## src/rtl/txs_pkg.sv

```systemverilog
package txs_pkg;
    localparam int unsigned B_DONE = 7;
    localparam int unsigned B_INTR = 6;
    localparam int unsigned B_JAB  = 5;
    localparam int unsigned B_UND  = 4;
    localparam int unsigned B_MAXC = 3;
    localparam int unsigned B_OVF  = 2;
    localparam logic [7:0]  ATTN_MASK = 8'h7C;

    typedef enum logic {TXS_RUN = 1'b0, TXS_HALT = 1'b1} txen_state_t;

    function automatic logic [7:0] make_entry(input logic intr, input logic jab,
                                              input logic und, input logic maxc);
        logic [7:0] e;
        e = 8'h00;
        e[B_DONE] = 1'b1;
        e[B_INTR] = intr;
        e[B_JAB]  = jab;
        e[B_UND]  = und;
        e[B_MAXC] = maxc;
        return e;
    endfunction
endpackage

```

## src/rtl/txs_store.sv

```systemverilog
module txs_store
    import txs_pkg::*;
#(
    parameter int DEPTH = 4
) (
    input  logic       clk,
    input  logic       rst_n,
    input  logic       clear,
    input  logic       push,
    input  logic [7:0] push_byte,
    input  logic       pop,
    output logic [7:0] top_byte,
    output logic       event_o
);
    localparam int PW = (DEPTH > 1) ? $clog2(DEPTH) : 1;
    localparam int CW = $clog2(DEPTH + 1);
    localparam logic [PW-1:0] LAST = PW'(DEPTH - 1);
    localparam logic [CW-1:0] FULL = CW'(DEPTH);

    logic [7:0]    mem [DEPTH];
    logic [DEPTH-1:0] vld;
    logic [DEPTH-1:0] attn;
    logic [PW-1:0] rd_ptr, wr_ptr, newest;
    logic [CW-1:0] cnt;
    logic          do_pop, room, do_store, mark_ovf;

    function automatic logic [PW-1:0] ptr_inc(input logic [PW-1:0] p);
        return (p == LAST) ? '0 : p + 1'b1;
    endfunction

    assign do_pop   = pop && (cnt != '0);
    assign room     = (cnt != FULL) || do_pop;
    assign do_store = push && room;
    assign mark_ovf = push && !room;
    assign newest   = (wr_ptr == '0) ? LAST : wr_ptr - 1'b1;

    always_ff @(posedge clk or negedge rst_n) begin
        if (!rst_n) begin
            rd_ptr <= '0;
            wr_ptr <= '0;
            cnt    <= '0;
        end else if (clear) begin
            rd_ptr <= '0;
            wr_ptr <= '0;
            cnt    <= '0;
        end else begin
            if (do_pop)   rd_ptr <= ptr_inc(rd_ptr);
            if (do_store) wr_ptr <= ptr_inc(wr_ptr);
            cnt <= cnt + CW'(do_store) - CW'(do_pop);
        end
    end

    always_ff @(posedge clk) begin
        if (!clear) begin
            if (do_store) mem[wr_ptr] <= push_byte;
            if (mark_ovf) mem[newest][B_OVF] <= 1'b1;
        end
    end

    for (genvar i = 0; i < DEPTH; i++) begin : g_slot
        always_ff @(posedge clk or negedge rst_n) begin
            if (!rst_n)                                  vld[i] <= 1'b0;
            else if (clear)                              vld[i] <= 1'b0;
            else if (do_store && wr_ptr == PW'(i))       vld[i] <= 1'b1;
            else if (do_pop && rd_ptr == PW'(i))         vld[i] <= 1'b0;
        end
        assign attn[i] = vld[i] && ((mem[i] & ATTN_MASK) != 8'h00);
    end

    assign event_o  = |attn;
    assign top_byte = (cnt == '0) ? 8'h00 : mem[rd_ptr];

    p_count_bound_r3: assert property (@(posedge clk) disable iff (!rst_n)
        cnt <= FULL);
    p_full_drop_r3: assert property (@(posedge clk) disable iff (!rst_n)
        (cnt == FULL && push && !pop && !clear) |=> (cnt == FULL && top_byte[B_DONE]));
    p_empty_pop_r4: assert property (@(posedge clk) disable iff (!rst_n)
        (cnt == '0 && pop && !push && !clear) |=> (top_byte == 8'h00));
    p_top_done_r1: assert property (@(posedge clk) disable iff (!rst_n)
        (cnt != '0) |-> (top_byte[B_DONE] && top_byte[1:0] == 2'b00));
    p_clear_empties_r7: assert property (@(posedge clk) disable iff (!rst_n)
        clear |=> (top_byte == 8'h00 && !event_o));
    p_event_needs_entry_r8: assert property (@(posedge clk) disable iff (!rst_n)
        event_o |-> (cnt != '0));
endmodule

```

## src/rtl/txs_txen_fsm.sv

```systemverilog
module txs_txen_fsm
    import txs_pkg::*;
(
    input  logic clk,
    input  logic rst_n,
    input  logic tx_reset,
    input  logic fault_seen,
    output logic tx_enable
);
    txen_state_t state, state_nx;

    always_ff @(posedge clk or negedge rst_n) begin
        if (!rst_n) state <= TXS_RUN;
        else        state <= state_nx;
    end

    always_comb begin
        state_nx = state;
        unique case (state)
            TXS_RUN:  if (!tx_reset && fault_seen) state_nx = TXS_HALT;
            TXS_HALT: if (tx_reset)                state_nx = TXS_RUN;
            default:  state_nx = TXS_RUN;
        endcase
    end

    always_comb begin
        tx_enable = 1'b0;
        unique case (state)
            TXS_RUN:  tx_enable = 1'b1;
            TXS_HALT: tx_enable = 1'b0;
            default:  tx_enable = 1'b0;
        endcase
    end

    p_fault_halts_r6: assert property (@(posedge clk) disable iff (!rst_n)
        (fault_seen && !tx_reset) |=> !tx_enable);
    p_halt_holds_r6: assert property (@(posedge clk) disable iff (!rst_n)
        (!tx_enable && !tx_reset) |=> !tx_enable);
    p_reset_runs_r7: assert property (@(posedge clk) disable iff (!rst_n)
        tx_reset |=> tx_enable);
endmodule

```

## src/rtl/tx_done_stack.sv

```systemverilog
module tx_done_stack
    import txs_pkg::*;
#(
    parameter int DEPTH = 4
) (
    input  logic       clk,
    input  logic       rst_n,
    input  logic       tx_reset,
    input  logic       done_valid,
    input  logic       done_intr_req,
    input  logic       done_jabber,
    input  logic       done_underrun,
    input  logic       done_max_coll,
    input  logic       host_status_wr,
    output logic [7:0] status_byte,
    output logic       tx_enable,
    output logic       tx_done_event
);
    logic [7:0] entry;
    logic       fault_seen;

    assign entry      = make_entry(done_intr_req, done_jabber, done_underrun, done_max_coll);
    assign fault_seen = done_valid && (done_jabber || done_underrun);

    txs_store #(.DEPTH(DEPTH)) u_store (
        .clk       (clk),
        .rst_n     (rst_n),
        .clear     (tx_reset),
        .push      (done_valid),
        .push_byte (entry),
        .pop       (host_status_wr),
        .top_byte  (status_byte),
        .event_o   (tx_done_event)
    );

    txs_txen_fsm u_fsm (
        .clk        (clk),
        .rst_n      (rst_n),
        .tx_reset   (tx_reset),
        .fault_seen (fault_seen),
        .tx_enable  (tx_enable)
    );

    p_empty_zero_r5: assert property (@(posedge clk) disable iff (!rst_n)
        (tx_reset && !done_valid) |=> (status_byte == 8'h00));
endmodule

```

## config.mk

```make
export PLATFORM = sky130hd
export DESIGN_NAME = tx_done_stack
export DESIGN_NICKNAME = d
export VERILOG_FILES = /design/src/rtl/txs_pkg.sv /design/src/rtl/txs_store.sv /design/src/rtl/txs_txen_fsm.sv /design/src/rtl/tx_done_stack.sv
export SDC_FILE = /design/constraint.sdc
export NUM_CORES = 1
export LEC_CHECK = 0
export ABC_AREA = 1
export BUFFER_PORTS_ARGS = -buffer_cell sky130_fd_sc_hd__buf_2
export CORE_MARGIN = 1.5
export CORE_UTILIZATION = 35
export DETAILED_ROUTE_END_ITERATION = 16
export RECOVER_POWER = 100
export REMOVE_ABC_BUFFERS = 1
export SLEW_MARGIN = 40
export SYNTH_ARGS = -nofsm -noshare
export SYNTH_HDL_FRONTEND = slang
export SYNTH_SLANG_ARGS = --single-unit
```

## constraint.sdc

```tcl
create_clock -name clk -period 2.2 [get_ports clk]
set_input_delay 0 -clock clk [delete_from_list [all_inputs] [get_ports clk]]
set_output_delay 0 -clock clk [all_outputs]
set_load 0.005 [all_outputs]
```

==> results <==
- The via density per instance is 4.47.
- The post-route netlist has 12.6% of its cells at a drive strength greater than 1.
- Data on the critical path is required at its endpoint by 2.23 ns.
- The count of different cell masters after synthesis is 27.
- For this run, the detailed router's first-pass iteration total came to 4.
- In this run the deepest clock path goes through 2 buffers.
- The total DRC errors in the routed layout is 0.
- The total of endpoints with negative setup slack in the final report is 0.
- Along the worst path, the maximum fanout reaches 9.
- The number of buffers created by CTS is 5.
- The first routing iteration left 69 violations.
- The source-to-sink clock delay at the later pin of the worst-skew pair is 0.29 ns.
- The critical path endpoint category is a flop.
- The highest ir drop seen on vdd is 350 uV.
- Headroom to the max-slew limit came out at 55.4%.
- The category of the worst setup path launch point is a primary input.
- Setup repair after global routing left no endpoint under its margin.
- The tree is rooted in a clkbuf_8.
- The average detailed-routed wire length per instance is 12.4 um.
- The post-layout minimum cycle time is 1.99 ns.
- The number of core rows is 25.
- The worst clock skew on the final layout is 0.00496 ns.
- The total number of vias is 1293.
- The type of the worst setup path is in -> reg.
- The data arrival time of the critical path is 2.02 ns.
- In this run the power density over the cells is 930 nW/um^2.
- After clock tree synthesis, the clock-pin slew on the worst setup and hold paths is 0.07 ns.
- The remaining antenna violation count is 0.
- The number of antenna diodes in the final layout is 0.
- The mean area per synthesized cell is 8.86 sq um.
- The initial antenna violation count was 0.
- The number of warnings reported in the yosys synthesis log is 0.
- The die is 73.8 um tall.
- The largest total area in the synthesized netlist belongs to edfxtp_1.
- The cell leakage power is 0.896 nW.
- The core region is 4790 sq um.
- The number of hold violations in the final report is 0.
- The tightest min-delay check is of the in -> reg type.
- The final critical path takes up 90.6% of the cycle.
- The share of synthesized area in the top cell type comes to 34.2%.
- The floorplan die width is 73.8 um.
- The run finished with clean final reports.
- Ranked by instance count, the synthesized netlist is headed by 38 x nand2_1, 28 x nor2_1, 26 x inv_1.
- Entering global routing, the biggest net connects 15 pins.
- The count of buffers added on input and output ports is 16.
- At the pin with the least slew margin, the transition time is 0.668 ns.
- Summed over all layers, the routed wires come to 3570 um.
- Routability-driven placement finished with a final weighted congestion of 0.896.
- Sequential cells were found to cover 51.4% of the synthesized design area.
- The initial core utilization is 36.7%.
- The layout overhead on the synthesized area is 12.9%.
- The number of global-route vias before repair is 1295.
- TritonCTS built the clock tree.
- The wire length of the first global-routing pass is 6090 um.
- The number of H-tree levels is 2.
- The wire-length estimate of the detail-placed layout is 2790 um.
- For this run, asynchronously set or reset flops after synthesis account for 37.5%.
- The tightest hold path in the finished design has a slack of 0.0388 ns.
- Yosys attributes the largest share of cell area to edfxtp_1 34%, dfrtp_1 17%, nand2_1 8.1%.
- The die covers 5450 sq um.
- The total standard cell area after synthesis is 1750 sq um.
- The commonest register cell after synthesis is edfxtp_1.
- The clock net in this run drives a total of 32 sinks.
- The count of boundary I/O pins is 19.
- The total negative slack for setup checks is 0 ns.
- The sum of overflow across all layers after global routing is 0.
- For this run, the post-layout net count is 241.
- Derived from the worst setup path, the maximum achievable clock frequency is 0.502 GHz.
- By instance count, the leading cell after synthesis is nand2_1.
- The number of synthesized flops with an enable pin is 20.
- Max-cap violations in this run came to 0.
- The number of pins exceeding their max-slew limit in the final report is 0.
- Global routing used 15.4% of the available tracks across all layers.
- The flop and latch count out of synthesis is 32.
- Synthesis produced a netlist whose cell count is 198.
[worst max-delay path: stages]
cell and delay (ns):
dlygate4sd3_1 0.53, buf_2 0.17, nor2_1 0.41, nand3_1 0.47, nand2_1 0.16, nand2_1 0.08
nand2_1 0.10, nor2_1 0.10
[sequential cells by signal, summed over array words and instances, names as in the netlist]
register and count:
u_store.wr_ptr 2, u_store.vld 4, u_fsm.state 1, u_store.cnt 3, u_store.mem 20, u_store.rd_ptr 2
[timing repair]
| item | 4_1_cts | 5_1_grt |
|---|---|---|
| endpoints found under the hold margin | 14 | 0 |
| gates resized for setup | 0 | 0 |
| buffers inserted | 0 | 0 |
| hold buffers | 2 | 0 |
[routing by layer]
metal | track usage [%] | wire length [um] | vias to the layer above
met1 | 20.3 | 1730 | 586
li1 | - | - | 676
met2 | 23.8 | 1640 | 23
met5 | 0 | 0 | -
met3 | 3.43 | 111 | 8
met4 | 7.20 | 89 | 0
[kinds of logic after synthesis]
kind of cell | after synthesis | share of synthesized area [%]
AOI/OAI and AO/OA | 31 | 9.27
xor gates and xnor gates | 2 | 0.999
buffers and inverters | 36 | 8.34
and+or+nand+nor | 85 | 21.5
adders and majority gates | 11 | 8.27
other | 1 | 0.214
DFF | 32 | 51.4
[power breakdown]
group	internal (mW)	switching, mW	leakage, nW
sequential	0.708	0.0714	0.343
combinational	0.222	0.390	0.512
clock	0.224	0.227	0.0404
[metrics by stage]
step                worst slack (ns)  power, mW  utilization [%]  area (sq um)  cells
floorplan                      0.185       1.22                -          1730    195
global placement               0.224       1.43             39.8          1910    279
detailed placement             0.178       1.44             39.8          1910    279
CTS                            0.161       1.90             42.2          2020    289
global route                  0.0262       2.00             41.4          1980    289
finish                         0.207       1.84             41.4          1980    289
[layout by cell type, fill, tap and decap left out]
master / Yosys / layout
nand2_1: 38 / 39
nor2_1: 28 / 30
inv_1: 26 / 27
edfxtp_1: 20 / 20
o21ai_0: 14 / 14
a21oi_1: 13 / 13
dfrtp_1: 12 / 12
ha_1: 10 / 10
nand3_1: 8 / 9
buf_2: 1 / 9
clkbuf_1: 1 / 8
clkbuf_8: 0 / 5
inv_2: 5 / 4
nand4_1: 3 / 3
o21ai_1: 2 / 2
nand2_2: 3 / 2
conb_1: 1 / 2
clkinvlp_4: 0 / 2
dlygate4sd3_1: 0 / 2
nor2_2: 2 / 1
nand2_4: 1 / 1
inv_4: 1 / 1
o21ai_2: 1 / 1
xnor2_1: 1 / 1
xor2_1: 1 / 1
a21oi_2: 1 / 1
fa_1: 1 / 1
clkinv_4: 0 / 1
[final timing paths]
path | start | end | slack (ns) | cells after the start
max in group asynchronous | rst_n | u_store.cnt[0] | 1.52 | 2
worst min register to register | u_store.vld[3] | u_store.vld[3] | 0.51 | 2
worst min-delay path | done_valid | u_fsm.state | 0.04 | 3
worst max register to register | u_store.cnt[1] | u_store.cnt[2] | 0.21 | 11
worst max-delay path | tx_reset | u_store.mem[0][3] | 0.21 | 8
min in group asynchronous | rst_n | u_store.vld[1] | 0.26 | 2
[layout make-up]
cell class	count	area, sq um
clock buffer	5	68.8
clock inverter	3	23.8
inverter	32	123
tap	67	83.8
multi-input combinational	131	686
timing repair buffer	19	95.1
sequential	32	901
fill	513	2810
Power figures use the tool's default switching activity.
